$ cat config.mk
export PLATFORM = sky130hd
export DESIGN_NAME = pulse_frame_tx
export DESIGN_NICKNAME = d
export VERILOG_FILES = /design/src/rtl/pulse_frame_tx.sv
export SDC_FILE = /design/constraint.sdc
export NUM_CORES = 1
export LEC_CHECK = 0
export ABC_AREA = 1
export BUFFER_PORTS_ARGS = -buffer_cell sky130_fd_sc_hd__clkbuf_2
export CAP_MARGIN = 20
export CORE_MARGIN = 2
export CORE_UTILIZATION = 30
export CTS_CLUSTER_SIZE = 24
export DETAILED_ROUTE_END_ITERATION = 10
export GPL_TIMING_DRIVEN = 0
export HOLD_SLACK_MARGIN = 0.06
export PLACE_DENSITY = 0.44
export RECOVER_POWER = 50
export SLEW_MARGIN = 20
export SYNTH_ARGS = -nofsm -noshare
export SYNTH_HDL_FRONTEND = slang
export SYNTH_SLANG_ARGS = --single-unit
$ cat constraint.sdc
create_clock -name clk -period 1.2 [get_ports clk]
set_input_delay 0.12 -clock clk [delete_from_list [all_inputs] [get_ports clk]]
set_output_delay 0.12 -clock clk [all_outputs]
set_load 0.02 [all_outputs]
$ cat src/rtl/pulse_frame_tx.sv
module pulse_frame_tx #(
  parameter int CLK_HZ = 16_000_000,
  parameter int BIT_HZ = 1_000_000,
  parameter int THR_W  = 11
) (
  input  logic             clk,
  input  logic             rst_n,
  input  logic             enable,
  input  logic [THR_W-1:0] throttle,
  input  logic             load,
  input  logic             telem_req,
  input  logic             invert,
  input  logic             sync_start,
  output logic             line,
  output logic             busy
);
  localparam int SLOT = CLK_HZ / BIT_HZ;
  localparam int CW   = $clog2(SLOT);
  localparam int PW   = THR_W + 1;
  localparam int FW   = PW + 4;
  localparam int NIB  = PW / 4;
  localparam int BW   = $clog2(FW);
  localparam int HI1  = SLOT * 3 / 4;
  localparam int HI0  = SLOT * 3 / 8;

  logic          tel_pend, armed;
  logic [FW-1:0] staged, shreg;
  logic [CW-1:0] cnt;
  logic [BW-1:0] bitn;
  logic [PW-1:0] payload;
  logic [3:0]    csum;

  wire load_ok  = enable & load;
  wire start_ok = enable & sync_start & armed & ~busy;
  wire slot_end = cnt == CW'(SLOT - 1);

  assign payload = {throttle, tel_pend | telem_req};

  always_comb begin
    csum = '0;
    for (int i = 0; i < NIB; i++) csum = csum ^ payload[i*4 +: 4];
  end

  always_ff @(posedge clk or negedge rst_n) begin
    if (!rst_n) begin
      tel_pend <= 1'b0;
      armed    <= 1'b0;
      staged   <= '0;
    end else begin
      if (start_ok) armed <= 1'b0;
      if (load_ok) begin
        staged   <= {payload, csum};
        armed    <= 1'b1;
        tel_pend <= 1'b0;
      end else if (telem_req) begin
        tel_pend <= 1'b1;
      end
    end
  end

  always_ff @(posedge clk or negedge rst_n) begin
    if (!rst_n) begin
      busy  <= 1'b0;
      cnt   <= '0;
      bitn  <= '0;
      shreg <= '0;
    end else if (start_ok) begin
      busy  <= 1'b1;
      cnt   <= '0;
      bitn  <= '0;
      shreg <= staged;
    end else if (busy) begin
      if (slot_end) begin
        cnt   <= '0;
        shreg <= shreg << 1;
        if (bitn == BW'(FW - 1)) busy <= 1'b0;
        else bitn <= bitn + 1'b1;
      end else begin
        cnt <= cnt + 1'b1;
      end
    end
  end

  assign line = invert ^ (busy & (cnt < (shreg[FW-1] ? CW'(HI1) : CW'(HI0))));
endmodule


==> flow_metrics.py <==
metrics = {
    "outcome": {
        "status": "finished with violations",
        "violations": "setup timing",
    },
    "global_route": {
        "grt_pass1_wl_um": 8680,
        "grt_pass1_vias": 1781,
        "grt_start_max_net_pins": 44,
        "antenna_found_initial": 0,
        "gr-total-overflow": 0,
        "grtUsageTotal_pct": 14.66,
    },
    "power_and_ir_drop": {
        "ir_worst_vdd_mv": 0.4231,
        "swShare_pct": 23.83,
        "intPower_uw": 2220,
        "p_clk_share_pct": 38.6,
        "p_comb_share_pct": 8.0,
        "power_density_nw_per_um2": 988.5,
        "p_sw_uw": 694.5,
        "p_leak_uw": 0.001368,
        "power.total_uw": 2914,
        "seqPwrFrac_pct": 53.5,
    },
    "detailed_routing": {
        "wl_um": 5070,
        "routed_via_density": 4.570,
        "drt.antenna.violating_nets": 0,
        "wire_per_inst_um": 13.38,
        "vias": 1732,
        "drc_errors": 0,
        "drtIter0Drc": 83,
        "drtPass1Iterations": 4,
    },
    "die": {
        "die_y_um": 86.93,
        "dieArea_um2": 7557,
        "initial_core_util_pct": 30.71,
        "die_x_um": 86.93,
        "rows": 30,
        "io_pins": 20,
        "core_um2": 6719,
    },
    "final_layout": {
        "multiInputGateArea_um2": 1120,
        "area_growth_pct": 42.87,
        "final_area_um2": 2948,
        "fill_cells": 666,
        "fin_nets": 320,
        "n_antenna_cell": 0,
        "layout-drive-gt1-share_pct": 35.12,
        "seqCellArea_um2": 1079,
    },
    "setup_path": {
        "critPathSlowestCell": "dfrtp_2",
        "cp-end-kind": "output port",
        "cp_max_fo": 2,
        "max_stage_delay_ns": 0.43,
        "start_kind": "flop",
        "worst-setup-path-type": "reg -> out",
        "crit_required_ns": 1.08,
        "crit_family": "flip-flops",
        "cp.arrival_ns": 1.41,
        "worst-path-buf-inv": 1,
        "path_cells": "ha_4, o211ai_1, nand3_1, nand2_1, nand2_2, buf_8",
    },
    "timing": {
        "fmax_mhz": 654.5,
        "fin_crit_ns": 1.528,
        "finalSetupViolCount": 24,
        "relSlewSlack_pct": 59.00,
        "fin_ws_ns": -0.3280,
        "fin_skew_ns": 0.007763,
        "final.setup.tns_ns": -2.700,
        "rsz0062_at_grt": "true",
        "worst_slew_pin_slew_ns": 0.6151,
        "drv_slew": 0,
        "final_hold_viol_count": 0,
        "fin_crit_sh_pct": 127.3,
    },
    "logic_synthesis": {
        "synthArstFlopShare_pct": 100.0,
        "synth.cells.most_frequent": "77 x nand2_1, 43 x dfrtp_1, 26 x nor2_1, 24 x o21ai_0, 19 x inv_1",
        "seq_area_frac_synth_pct": 52.15,
        "ys_top_cells_by_area": "dfrtp_1 52%, nand2_1 14%, o21ai_0 5.8%",
        "yosysMostFrequentCell": "nand2_1",
        "netlist_area_um2": 2063,
        "ys_seq_elements": 43,
        "synth_edf_count": 0,
        "syn_nets": 267,
        "synthFlopType": "dfrtp_1",
        "synth.avg_cell_area_um2": 8.387,
        "yosys.area.top_type": "dfrtp_1",
        "yosys_warnings": 0,
        "ys_types": 27,
        "synth_top_area_share_pct": 52.15,
        "syn_inst": 246,
    },
    "job": {
        "max_cap_viol_count": 0,
    },
    "cts": {
        "htree_levels": 2,
        "cts-root-buf": "clkbuf_8",
        "path_clk_slew_ns": 0.09,
        "cts.sinks": 43,
        "numCtsBuffers": 5,
        "ctsLongestPathBuffers": 2,
        "clock_latency_ns": 0.29,
        "cts_tree": "done",
    },
    "worst_hold_path": {
        "hold_class": "in -> reg",
    },
    "place": {
        "postPlaceCellArea_um2": 2275,
        "hpwl_um": 3295,
        "gp_congestion": 0.6841,
        "io_buffers": 19,
    },
}
## per-layer routing
| metal | share of wire (%) | global-route usage [%] | wire length [um] |
|---|---|---|---|
| met5 | 0 | 0 | 0 |
| met4 | 0.47 | 3.835 | 24 |
| met3 | 2.9 | 3.033 | 145 |
| met2 | 48 | 24.01 | 2434 |
| met1 | 49 | 19.75 | 2465 |
## state kept, by name, summed over array words and instances (netlist names)
signal / count
bitn: 4
cnt: 4
staged: 16
armed: 1
shreg: 16
busy: 1
tel_pend: 1
## cell usage in the layout (no fill, tap or decap), drive strengths merged
cell type    count
a21oi           12
a22o             1
and3             1
buf             26
bufinv           1
clkbuf          25
clkinvlp         1
dfrtp           43
dlygate4sd3      7
ha               3
inv             20
nand2           78
nand3           10
nand3b           1
nand4            4
nor2            27
nor3             3
o211ai           4
o21ai           26
o22ai            1
or2              1
xnor2            1
xor2             3
## through the flow
stage | setup WS [ns] | instances | hold slack (ns) | utilization, %
3_5_place_dp | -0.2311 | 345 | 0.2034 | 33.85
2_1_floorplan | -0.005433 | 246 | -0.1756 | -
6_report | -0.3280 | 379 | 0.06364 | 43.87
3_3_place_gp | -0.2322 | 345 | 0.3490 | 33.82
4_1_cts | -0.3755 | 373 | 0.06210 | 40.35
5_1_grt | -0.4198 | 379 | 0.09145 | 43.87
## worst min-delay path, stage by stage
cell	delay (ns)
clkbuf_2	0.10
nand2_1	0.05
o21ai_0	0.05
## repair_timing
| item | 4_1_cts | 5_1_grt |
|---|---|---|
| resized for setup | 43 | 44 |
| setup buffers | 13 | 6 |
| pin swaps | 8 | 13 |
| hold buffers | 7 | 0 |
| setup endpoints to repair | 22 | 26 |
| cloned | 1 | 0 |
| hold endpoints to repair | 49 | 0 |
## path summary, 6_finish.rpt
kind / start / end / slack [ns] / cells after the start
hold reg to reg: shreg[14]$_DFFE_PN0P_ / shreg[14]$_DFFE_PN0P_ / 0.48 / 2
max in group asynchronous: rst_n / cnt[3]$_DFFE_PN0P_ / 0.36 / 2
setup / recovery: cnt[3]$_DFFE_PN0P_ / line / -0.33 / 6
hold / removal: throttle[5] / staged[10]$_DFFE_PN0P_ / 0.06 / 3
min in group asynchronous: rst_n / cnt[1]$_DFFE_PN0P_ / 0.39 / 2
setup reg to reg: cnt[1]$_DFFE_PN0P_ / shreg[14]$_DFFE_PN0P_ / -0.17 / 7
## power groups by stage
stage | Clock (uW) | Sequential [uW] | Combinational, uW
5_1_grt | 1220 | 1570 | 270
3_3_place_gp | 0 | 1590 | 209
3_5_place_dp | 0 | 1590 | 211
6_report | 1120 | 1560 | 232
4_1_cts | 1170 | 1560 | 234
2_1_floorplan | 0 | 1580 | 106
## cell families after synthesis
group	after synthesis	share of synthesized area (%)
adder cells (fa/ha/maj)	3	1.819
buffers and inverters	27	6.307
AND/OR/NAND/NOR	125	26.62
flip-flops	43	52.15
XOR/XNOR	4	1.698
AO/OA/AOI/OAI	44	11.40
## cell type report
| cell class | instances | share of cell area [%] |
|---|---|---|
| buffer | 7 | 1.952 |
| inverter | 20 | 2.632 |
| multi-input combinational | 176 | 37.99 |
| timing repair buffer | 46 | 13.84 |
| clock inverter | 2 | 1.273 |
| sequential | 43 | 36.59 |
| clock buffer | 5 | 2.334 |
| tap | 80 | 3.396 |
No activity file was read; power rests on OpenSTA's default activity.
